`src/rtl/rms_pkg.sv`:
```
package rms_pkg;
  typedef enum logic [2:0] {
    OP_ROTAND = 3'd0,
    OP_ROTINS = 3'd1,
    OP_SHL    = 3'd2,
    OP_SHR    = 3'd3,
    OP_SRA    = 3'd4,
    OP_CLZ    = 3'd5
  } rms_op_e;

  typedef struct packed {
    logic neg;
    logic pos;
    logic zero;
  } rms_flags_t;
endpackage

```
`src/rtl/rms_rotl.sv`:
```
// Logarithmic left rotator: one stage per amount bit.
module rms_rotl #(
  parameter int W  = 32,
  parameter int SW = $clog2(W)
) (
  input  logic [W-1:0]  din,
  input  logic [SW-1:0] amt,
  output logic [W-1:0]  dout
);
  logic [W-1:0] stg [0:SW];
  assign stg[0] = din;
  for (genvar s = 0; s < SW; s++) begin : g_stage
    localparam int SH = 1 << s;
    assign stg[s+1] = amt[s] ? {stg[s][W-1-SH:0], stg[s][W-1:W-SH]} : stg[s];
  end
  assign dout = stg[SW];
endmodule

```
`src/rtl/rms_mask.sv`:
```
// Builds an inclusive run of ones between two most-significant-first indices,
// wrapping past the last index when begin exceeds end.
module rms_mask #(
  parameter int W  = 32,
  parameter int SW = $clog2(W)
) (
  input  logic [SW-1:0] beg,
  input  logic [SW-1:0] fin,
  output logic [W-1:0]  mask
);
  logic wraps;
  assign wraps = beg > fin;
  for (genvar k = 0; k < W; k++) begin : g_bit
    localparam logic [SW-1:0] K = SW'(k);
    logic ge_b, le_e;
    assign ge_b = K >= beg;
    assign le_e = K <= fin;
    assign mask[W-1-k] = wraps ? (ge_b | le_e) : (ge_b & le_e);
  end
endmodule

```
`src/rtl/rms_clz.sv`:
```
// Leading-zero counter; an all-zero word counts W.
module rms_clz #(
  parameter int W  = 32,
  parameter int SW = $clog2(W)
) (
  input  logic [W-1:0] din,
  output logic [SW:0]  count
);
  always_comb begin
    count = (SW+1)'(W);
    for (int i = 0; i < W; i++) begin
      if (din[i]) count = (SW+1)'(W - 1 - i);
    end
  end
endmodule

```
`src/rtl/rms_unit.sv`:
```
module rms_unit #(
  parameter int W = 32
) (
  input  logic                 clk,
  input  logic                 rst,
  input  logic                 in_valid,
  input  logic [2:0]           op,
  input  logic [W-1:0]         src,
  input  logic [W-1:0]         old_dst,
  input  logic [W-1:0]         amt_reg,
  input  logic [$clog2(W)-1:0] amt_imm,
  input  logic                 use_imm,
  input  logic [$clog2(W)-1:0] mask_beg,
  input  logic [$clog2(W)-1:0] mask_end,
  input  logic                 rec_en,
  output logic                 out_valid,
  output logic [W-1:0]         result,
  output logic                 flag_neg,
  output logic                 flag_pos,
  output logic                 flag_zero
);
  import rms_pkg::*;
  localparam int SW = $clog2(W);
  localparam logic [SW-1:0] TOP_IDX = SW'(W - 1);

  rms_op_e       op_e;
  logic [SW-1:0] reg_amt, sel_amt, shamt, rot_amt, m_beg, m_end;
  logic [W-1:0]  rotated, mask, res;
  logic [SW:0]   lz;
  rms_flags_t    flg;

  assign op_e    = rms_op_e'(op);
  assign reg_amt = amt_reg[SW-1:0];
  assign sel_amt = use_imm ? amt_imm : reg_amt;

  // Shifts are rotations with a mask that trims the wrapped-around bits.
  always_comb begin
    shamt   = sel_amt;
    rot_amt = sel_amt;
    m_beg   = mask_beg;
    m_end   = mask_end;
    case (op_e)
      OP_SHL: begin
        shamt   = reg_amt;
        rot_amt = reg_amt;
        m_beg   = '0;
        m_end   = TOP_IDX - reg_amt;
      end
      OP_SHR: begin
        shamt   = reg_amt;
        rot_amt = SW'(0) - reg_amt;
        m_beg   = reg_amt;
        m_end   = TOP_IDX;
      end
      OP_SRA: begin
        rot_amt = SW'(0) - sel_amt;
        m_beg   = sel_amt;
        m_end   = TOP_IDX;
      end
      default: ;
    endcase
  end

  rms_rotl #(.W(W), .SW(SW)) u_rot  (.din(src), .amt(rot_amt), .dout(rotated));
  rms_mask #(.W(W), .SW(SW)) u_mask (.beg(m_beg), .fin(m_end), .mask(mask));
  rms_clz  #(.W(W), .SW(SW)) u_clz  (.din(src), .count(lz));

  always_comb begin
    case (op_e)
      OP_ROTAND,
      OP_SHL,
      OP_SHR:    res = rotated & mask;
      OP_ROTINS: res = (rotated & mask) | (old_dst & ~mask);
      OP_SRA:    res = (rotated & mask) | ({W{src[W-1]}} & ~mask);
      OP_CLZ:    res = W'(lz);
      default:   res = '0;
    endcase
  end

  always_comb begin
    flg.neg  = rec_en & res[W-1];
    flg.zero = rec_en & (res == '0);
    flg.pos  = rec_en & ~res[W-1] & (res != '0);
  end

  always_ff @(posedge clk) begin
    if (rst) begin
      out_valid <= 1'b0;
      result    <= '0;
      flag_neg  <= 1'b0;
      flag_pos  <= 1'b0;
      flag_zero <= 1'b0;
    end else begin
      out_valid <= in_valid;
      if (in_valid) begin
        result    <= res;
        flag_neg  <= flg.neg;
        flag_pos  <= flg.pos;
        flag_zero <= flg.zero;
      end
    end
  end
endmodule

```
`config.mk`:
```
export PLATFORM = sky130hd
export DESIGN_NAME = rms_unit
export DESIGN_NICKNAME = d
export VERILOG_FILES = /design/src/rtl/rms_pkg.sv /design/src/rtl/rms_rotl.sv /design/src/rtl/rms_mask.sv /design/src/rtl/rms_clz.sv /design/src/rtl/rms_unit.sv
export SDC_FILE = /design/constraint.sdc
export NUM_CORES = 1
export LEC_CHECK = 0
export BUFFER_PORTS_ARGS = -buffer_cell sky130_fd_sc_hd__buf_2
export CAP_MARGIN = 30
export CORE_MARGIN = 2
export CORE_UTILIZATION = 25
export CTS_BUF_LIST = sky130_fd_sc_hd__clkbuf_4 sky130_fd_sc_hd__clkbuf_8
export DETAILED_ROUTE_END_ITERATION = 8
export PLACE_DENSITY_LB_ADDON = 0.3
export SLEW_MARGIN = 5
export SYNTH_ARGS = -nofsm -noshare
export SYNTH_HDL_FRONTEND = slang
export SYNTH_SLANG_ARGS = --single-unit
```
`constraint.sdc`:
```
create_clock -name clk -period 5.36 [get_ports clk]
set_input_delay 1.072 -clock clk [delete_from_list [all_inputs] [get_ports clk]]
set_output_delay 1.072 -clock clk [all_outputs]
set_load 0.01 [all_outputs]
```
**Yosys cells after proc, flatten, opt, wreduce, memory -nomap -nowiden**

Index checks and enable logic that the tools add are counted.

- Logic and storage cells: 232
- Bits of input ports: 119
- Bits in registers: 36

- Eq/ne operators: 5
- Reductions and logical operators: 5
- Magnitude comparators: 65
- Mux-type cells: 74
- Bitwise operators: 75
- Add/subtract/negate cells: 3

Operator list:

| operator | number |
|---|---|
| two-way mux 6 bit | 32 |
| two-way mux 32 bit | 5 |
| case mux 32 bit (4 select lines) | 1 |
| AND 32 bit | 3 |
| greater-or-equal comparator 5 bit, first input constant | 16 |
| less-or-equal comparator 5 bit, first input constant | 16 |
| OR 32 bit | 2 |
| greater-or-equal comparator 4 x 5 -> 1 bit, first input constant | 8 |
| less-or-equal comparator 4 x 5 -> 1 bit, first input constant | 8 |
| AND 1 bit | 36 |
| zero test 32 bit | 1 |
| two-way mux 1 bit | 32 |
| inverter 32 bit | 1 |
| OR 1 bit | 32 |
| nonzero test 32 bit | 1 |
| case mux 5 bit (3 select lines) | 2 |
| greater-or-equal comparator 3 x 5 -> 1 bit, first input constant | 4 |
| less-or-equal comparator 3 x 5 -> 1 bit, first input constant | 4 |
| greater-or-equal comparator 1 x 5 -> 1 bit, first input constant | 2 |
| greater-or-equal comparator 2 x 5 -> 1 bit, first input constant | 2 |
| less-or-equal comparator 1 x 5 -> 1 bit, first input constant | 2 |
| less-or-equal comparator 2 x 5 -> 1 bit, first input constant | 2 |
| case mux 5 bit (2 select lines) | 1 |
| subtractor 1 x 5 -> 5 bit, first input constant | 2 |
| 10 further kinds | 12 |

**Logic depth before layout (Yosys ltp)**

Gate-level depths: netlist of run 1.

- Depth after elaboration: 36
- Gate-level depth with buffers: 21

**Modules after synthesis**

Synthesis of run 1 repeated with hierarchy kept, for this count alone.

- Cell total of the unflattened synthesis: 762
- Area, all modules: 6298.5 µm²

By module, submodules not included:

| module | area an instance (µm²) | instances | cells an instance |
|---|---|---|---|
| rms_unit | 3015.4 | 1 | 435 |
| rms_rotl | 1948.1 | 1 | 116 |
| rms_mask | 967.2 | 1 | 146 |
| rms_clz | 367.9 | 1 | 65 |

**Worst setup path before layout of run 1**

OpenSTA, ideal clock, no wires.

- Path type: in2reg
- Start point: in use_imm
- End point: reg flag_pos
- Stages: 18
- Data required time: 5241 ps
- Arrival time: 5016 ps
- Path slack: 224 ps
- Cells stage by stage: buf_6 > or4b_4 > a21oi_1 > or3_1 > clkbuf_1 > inv_1 > clkbuf_1 > ha_1 > or2_2 > o221ai_1 > clkbuf_1 > clkbuf_1 > o21ai_0 > o21ai_0 > a31oi_1 > or4_4 > a21oi_1 > o21ai_1

- Cells in the longest elaborated chain, start to end: 14
- Elaborated cells between the ends (all ways): 149
- Those cells by class: add/sub: 1; order compare: 33; mux: 41; bitwise: 73; reduce/logical: 1

RTL lines:

| element | line | RTL |
|---|---|---|
| start: declaration | rms_unit.sv:12 | `input logic use_imm,` |
| two-way mux 5 bit (*) | rms_unit.sv:34 | `assign sel_amt = use_imm ? amt_imm : reg_amt;` |
| subtractor 1 x 5 -> 5 bit | rms_unit.sv:56 | `rot_amt = SW'(0) - sel_amt;` |
| case mux 5 bit (3 select lines) | rms_unit.sv:42 | `case (op_e)` |
| two-way mux 32 bit (5 in a row) | rms_rotl.sv:14 | `assign stg[s+1] = amt[s] ? {stg[s][W-1-SH:0], stg[s][W-1:W-SH]} : stg[s];` |
| AND 32 bit | rms_unit.sv:72, rms_unit.sv:73, rms_unit.sv:74 |  |
| OR 32 bit, on equally long branches | rms_unit.sv:74, rms_unit.sv:73 |  |
| case mux 32 bit (4 select lines) (*) | rms_unit.sv:69 | `case (op_e)` |
| parallel branches: the longest is 2 deep, another holds nonzero test 32 bit | - |  |
| AND 1 bit (*) | rms_unit.sv:83 | `flg.pos = rec_en & ~res[W-1] & (res != '0);` |
| end signal: assignment | rms_unit.sv:98 | `flag_pos <= flg.pos;` |
| end: declaration | rms_unit.sv:19 | `output logic flag_pos,` |

Mark *: on every way between the ends.
A chain may end at the register's enable or synchronous reset.

**Worst setup path after layout of run 1**

- Start point: in op[1]
- End point: reg flag_pos

- Cells in the longest elaborated chain, start to end: 13
- Elaborated cells between the ends (all ways): 188
- Those cells by class: order compare: 65; eq/ne: 5; mux: 41; bitwise: 73; reduce/logical: 4

RTL lines:

| element | line | RTL |
|---|---|---|
| start: declaration | rms_unit.sv:7 | `input logic [2:0] op,` |
| == test 3 bit / == test 3 x 2 -> 1 bit (equally long branches) | - |  |
| OR reduction 2 bit (no line) / case mux 5 bit (3 select lines) (equally long branches) | - |  |
| case mux 5 bit (2 select lines) / two-way mux 32 bit (equally long branches) | rms_unit.sv:42, rms_rotl.sv:14 |  |
| less-or-equal comparator 1 x 5 -> 1 bit / two-way mux 32 bit (equally long branches) | rms_mask.sv:17, rms_rotl.sv:14 |  |
| AND 1 bit (tied with other cells) | rms_mask.sv:18 | `assign mask[W-1-k] = wraps ? (ge_b \| le_e) : (ge_b & le_e);` |
| two-way mux 1 bit / two-way mux 32 bit (equally long branches) | rms_mask.sv:18, rms_rotl.sv:14 |  |
| inverter 32 bit / two-way mux 32 bit (equally long branches) | rms_unit.sv:73, rms_unit.sv:74, rms_rotl.sv:14 |  |
| AND 32 bit, on equally long branches | rms_unit.sv:74, rms_unit.sv:72, rms_unit.sv:73 |  |
| OR 32 bit, on equally long branches | rms_unit.sv:74, rms_unit.sv:73 |  |
| case mux 32 bit (4 select lines) (*) | rms_unit.sv:69 |  |
| parallel branches: the longest is 2 deep, another holds nonzero test 32 bit | - |  |
| AND 1 bit (*) | rms_unit.sv:83 |  |

Marks and branches as above.

==> results of run 1 <==
-- worst max-delay path: stages --
cell and delay (ns):
buf_2 0.17, nand4bb_1 0.31, a21boi_0 0.24, ha_1 0.30
nor3b_1 0.25, xor2_1 0.13, o22ai_1 0.20, nor2_1 0.14
buf_4 0.21, nor2_1 0.64, a22oi_1 0.21, a31oi_1 0.30
buf_4 0.17, inv_1 0.04, nor3_1 0.28, and4_1 0.22
and4_1 0.22, o21ai_1 0.06
-- power groups by stage --
stage	registers [µW]	clock network, µW	logic [µW]
after floorplan	320	0	802
after global placement	310	0	1290
after detailed placement	311	0	1300
after CTS	305	213	1300
after global routing	307	225	1430
final	305	215	1330
-- layout by cell type (no fill, tap or decap), drive strengths merged, types with 23 or more instances in the layout --
cell type / netlist / layout
a21oi: 99 / 99
nand2b: 40 / 40
nor2: 94 / 94
nand3: 42 / 42
a31oi: 23 / 23
a311oi: 34 / 34
dfxtp: 36 / 36
buf: 39 / 233
nor3: 25 / 25
nand4: 31 / 31
mux2i: 71 / 71
o211ai: 33 / 33
a211oi: 72 / 72
o21ai: 69 / 69
nand2: 132 / 132
-- worst max path at each step --
stage,start,end,slack (ns),cells past startpoint
2_1_floorplan,use_imm,flag_pos,0.22,18
3_3_place_gp,op[0],flag_pos,0.13,21
3_5_place_dp,op[1],flag_pos,0.11,17
4_1_cts,op[1],flag_pos,0.42,18
5_1_grt,op[1],flag_pos,0.02,18
6_report,op[1],flag_pos,0.35,18
-- per-stage QoR --
stage	total power [µW]	cells
after floorplan	1122	1114
after global placement	1596	1621
after detailed placement	1606	1622
after CTS	1819	1630
after global routing	1961	1630
final	1851	1630
-- flip-flops by register name (all words and copies together), names as in the netlist --
| register | count |
|---|---|
| out_valid | 1 |
| flag_pos | 1 |
| flag_zero | 1 |
| flag_neg | 1 |
| result | 32 |
-- per-layer routing --
| metal | global-route usage, % | wire (µm) | share of wire [%] |
|---|---|---|---|
| met5 | 0 | 0 | 0 |
| met4 | 6.181 | 1022 | 3.0 |
| met3 | 1.732 | 2019 | 6.0 |
| met2 | 36.17 | 16330 | 49 |
| met1 | 27.55 | 14200 | 42 |
-- synth_stat cells (all sizes together) (5+ instances only) --
library cell	number	area, µm²
a311oi	34	315.3
clkbuf	70	262.8
maj3	14	140.1
o21a	6	45.04
o21ai	69	345.3
and3	9	56.30
nor3	25	130.1
nand4	31	209.0
ha	6	75.07
and4	6	52.55
nand3	42	210.2
o22ai	7	43.79
nor2b	5	31.28
o211ai	33	247.7
nand2	132	498.0
o32a	5	50.05
dfxtp	36	720.7
or3	5	31.28
buf	39	240.2
o31ai	5	37.54
a31oi	23	143.9
a22oi	15	112.6
nor3b	6	56.31
a211oi	72	540.5
mux2	7	78.83
mux2i	71	714.4
a21oi	99	495.5
a221oi	8	70.07
o211a	10	100.1
nand2b	40	250.2
inv	18	67.56
nor2	94	355.3
-- cells by family after synthesis --
family                   share of synthesized area (%)
XOR/XNOR                                        0.5965
flip-flops                                       9.818
AO/OA/AOI/OAI                                    39.34
multiplexers                                     10.81
AND/OR/NAND/NOR                                  28.63
adder cells (fa/ha/maj)                          2.932
buffers and inverters                            7.874
-- layout make-up --
class	instances	area [µm²]
clock buffers	7	90.09
clock inverters	1	7.507
fillers	3177	19860
inverters	20	75.07
multi-input cells	949	6057
flip-flops and latches	36	720.7
well taps	384	480.5
repair buffers	233	1494
==> metrics, run 1 <==
Core ar. 28780 µm²; reg2reg setup slack 4.61 ns; DR iter-0 viols 915; Hold Worst Slack 0.4770 ns; DRT Pass-1 Iters 5; effective utilization at floorplan 25.51%; layout cells sized above 1 21.75%; Max transition margin 42.57%; Syn-to-layout area delta 21.58%; clock power share 11.6%; Clk pin slew, worst setup/hold paths 0.08 ns; number of global-route vias before repair 8861; number of synthesized flops with an enable pin 0; sw power 939.2 µW; Hold Path End flag_neg; WP data required 5.55 ns; Period minus WS final 5.010 ns; switching share of power 50.75%; Max IR drop VDD 0.0001024 V; Worst R2R End flag_pos; TritonCTS clock tree built; setup TNS 0 ns; Die Width 175.4 µm; kind of end point of the critical path flip-flop; post-route setup slack 0.3500 ns; clock buffer depth 2; final WL 33580 µm; total track usage 20.89%; initial antenna violation count 0; total grt overflow 0; final max-slew violation count 0; asr flop ratio synth 0%; syn avg cell area 6.590 µm²; power share of the sequential group 16.5%; Leakage 0.003598 µW; R2R cell count 3; CP arrival 5.20 ns; Clock Root Buffer clkbuf_8; die area 30750 µm²; Distinct cells, synth 84; pin count of the biggest net entering global routing 62; design area 8925 µm²; Fmax 0.1996 GHz; vias per cell 5.898; cts hold-fix bufs 0; Worst Hold Path Cells 2; Final setup viols 0; crit-path max FO 12; count of port buffers added during placement 127; n_diodes 0; crit path kind in -> reg; final hold viol count 0; HPWL Detailed 25840 µm; via count 9613; Worst-Margin Slew 0.8557 ns; RSZ-0062 raised after global routing no; # H-tree levels 2; first-pass GRT wire length 51750 µm; dpl ws 0.1139 ns; power per cell area 207.4 nW/µm²; Die Y-Extent 175.4 µm; wire per inst 20.60 µm; Yosys warning total 0; ys flop type dfxtp_1; post-synthesis sequential area ratio 9.818%; post-detailed-placement cell area 8827 µm²; crit start category input port; Max Cap Violations 0; internal power 911.5 µW; syn nets 1239; global placer's final weighted congestion 0.9387; fin util 31.01%; min-delay src flag_neg; Tcrit/Tclk final 93.47%; combinational power share 71.9%; #FFs+latches synth 36; # IOs 155; clock sinks 36; insertion delay to the later sink of the worst-skew pair 0.29 ns; Post-CTS Setup Bufs 0; Syn Inst Count 1114; Reg2Reg Launch Point flag_pos; FP Rows 62; final routed DRC violation total 0; mapped cell area 7341 µm²; nets 1370; CTS resizes 0; status finished clean; Hold Path Class reg -> reg; TritonCTS buffer count 5; Post-DRT Antenna Nets 0; Clock Skew 0 ns
(Power assumes the default switching activity.)
==> run 2: changes to the inputs <==
- GPL_ROUTABILITY_DRIVEN: default -> 0
- clock period: 5.36 -> 5.2 ns (I/O delays scaled with it)
==> metrics, run 2 (synthesized netlist as in run 1, its figures left out) <==
status finished clean; M1 WL 14220 µm; Die Y-Extent 175.4 µm; n_diodes 0; metal3 WL 1748 µm; crit start category input port; crit-path max FO 13; Largest Register result; Max transition margin 45.44%; DRT Pass-1 Iters 7; Post-CTS Setup Bufs 0; initial antenna violation count 0; internal power 946.8 µW; Period minus WS final 4.990 ns; R2R cell count 3; top sig layer met4; via count 9658; pin count of the biggest net entering global routing 65; Worst R2R End flag_pos; Post-DRT Antenna Nets 0; total track usage 20.59%; # IOs 155; FP Rows 62; dpl cells 1637; Max Cap Violations 0; CP arrival 5.17 ns; power share of the sequential group 16.4%; most common cell after layout, fill and taps aside nand2_1; final routed DRC violation total 0; Final setup viols 0; clock buffer depth 2; WP data required 5.38 ns; Core ar. 28780 µm²; count of port buffers added during placement 127; Tcrit/Tclk final 95.97%; CP max stage delay 0.47 ns; Worst Path Buf+Inv 5; TritonCTS clock tree built; Clock Root Buffer clkbuf_8; TritonCTS buffer count 5; wire per inst 20.20 µm; clock sinks 36; dpl ws -0.05320 ns; Clk pin slew, worst setup/hold paths 0.08 ns; Hold Path End flag_neg; die area 30750 µm²; post-route setup slack 0.2098 ns; Leakage 0.003674 µW; layout cells sized above 1 22.84%; Die Width 175.4 µm; Finished Layout Cells 1645; final max-slew violation count 0; crit path max-delay cell type or4bb_1; sw power 973.0 µW; number of global-route vias before repair 8700; power per cell area 212.3 nW/µm²; Fmax 0.2004 GHz; Tot Pwr 1920 µW; largest delay contributor family on the critical path simple AND/OR/NAND/NOR gates; commonest cells after routing, fill and taps aside nand2_1 (131), buf_2 (127), buf_4 (115), a21oi_1 (98), nor2_1 (91); Clock Skew 0 ns; clock power share 10.5%; Hold Path Class reg -> reg; final WL 33230 µm; insertion delay to the later sink of the worst-skew pair 0.29 ns; max reg flops 32; crit path kind in -> reg; fillers 3160; Critical Path, Cell by Cell buf_2, buf_4, or4bb_1, a21oi_1, or3_1, inv_1, ha_1, or2_2, o221ai_1, buf_4, a21oi_1, a21oi_1, a211oi_1, a31oi_1, inv_1, nor3_1, and4_1, and4_1, o21ai_1; effective utilization at floorplan 25.51%; first-pass GRT wire length 51030 µm; reg2reg setup slack 4.44 ns; kind of end point of the critical path flip-flop; combinational power share 73.1%; vias per cell 5.871; most frequent CP cell a21oi_1; # H-tree levels 2; switching share of power 50.68%; total grt overflow 0; DR iter-0 viols 1014; Worst Hold Path Cells 2; Worst-Margin Slew 0.8128 ns; HPWL Detailed 25340 µm; fin util 31.42%; Reg2Reg Launch Point flag_pos; final hold viol count 0; Syn-to-layout area delta 23.20%; nets 1385; RSZ-0062 raised after global routing no; min-delay src flag_neg; Max IR drop VDD 0.00009678 V; Met2 Wirelength 16450 µm
==> run 2: changes by cell type in the layout (fill, tap and decap cells not counted) <==
cell        before  now
clkinvlp_4       1    0
nor2_2           2    3
clkbuf_4         1    0
clkbuf_8         6    5
buf_12           5    6
clkinv_2         0    2
nor2_1          92   91
o22a_2           0    1
buf_4          101  115
o22a_1           4    3
clkinv_4         0    1
==> run 2: how the worst max path moves through the flow <==
stage                     startpoint         to  slack (ns)  cells past startpoint
final                          op[1]   flag_pos        0.21                     19
after global routing           op[1]   flag_pos        0.02                     19
after CTS                      op[1]  flag_zero        0.26                     18
after detailed placement       op[1]  flag_zero       -0.05                     18
after global placement         op[1]   flag_pos        0.03                     19
after floorplan              use_imm   flag_pos         0.1                     18
==> run 2: timing repair <==
action / in CTS / in global routing
endpoints found under the hold margin: 0 / 0
resized for setup: 0 / 2
hold buffers: 0 / 0
endpoints found under the setup margin: 0 / 2
==> run 2: per-stage QoR <==
stage,TNS [ns],hold WS (ns),instance area (µm²)
after CTS,0,0.4823,9040
after floorplan,0,0.4902,7341
after detailed placement,-0.05320,0.4679,8952
after global routing,0,0.4973,9044
final,0,0.4776,9044
after global placement,0,0.4584,8932
==> run 2: layer usage <==
| metal | GRT usage (%) | vias to the layer above |
|---|---|---|
| met5 | 0 | - |
| li1 | - | 4574 |
| met3 | 1.299 | 48 |
| met4 | 4.792 | 0 |
| met2 | 35.81 | 398 |
| met1 | 27.78 | 4638 |
==> run 2: final cells by class <==
class,instances,area [µm²],area share [%]
clock inverters,3,18.77,0.2075
repair buffers,248,1619,17.90
inverters,20,75.07,0.8301
flip-flops and latches,36,720.7,7.969
clock buffers,5,68.82,0.7609
well taps,384,480.5,5.313
multi-input cells,949,6061,67.02
==> run 2: power groups by stage <==
stage	combinational (µW)	sequential [µW]	clock (µW)
after global routing	1500	317	219
after detailed placement	1360	321	0
final	1400	314	202
after floorplan	826	330	0
after CTS	1370	314	204
after global placement	1350	320	0
==> run 2: worst register-to-register path: cells and delay by family (launching register included) <==
family	cells	cell delay [ns]
DFF	1	0.32
AOI/OAI and AO/OA	2	0.20
and+or+nand+nor	1	0.13
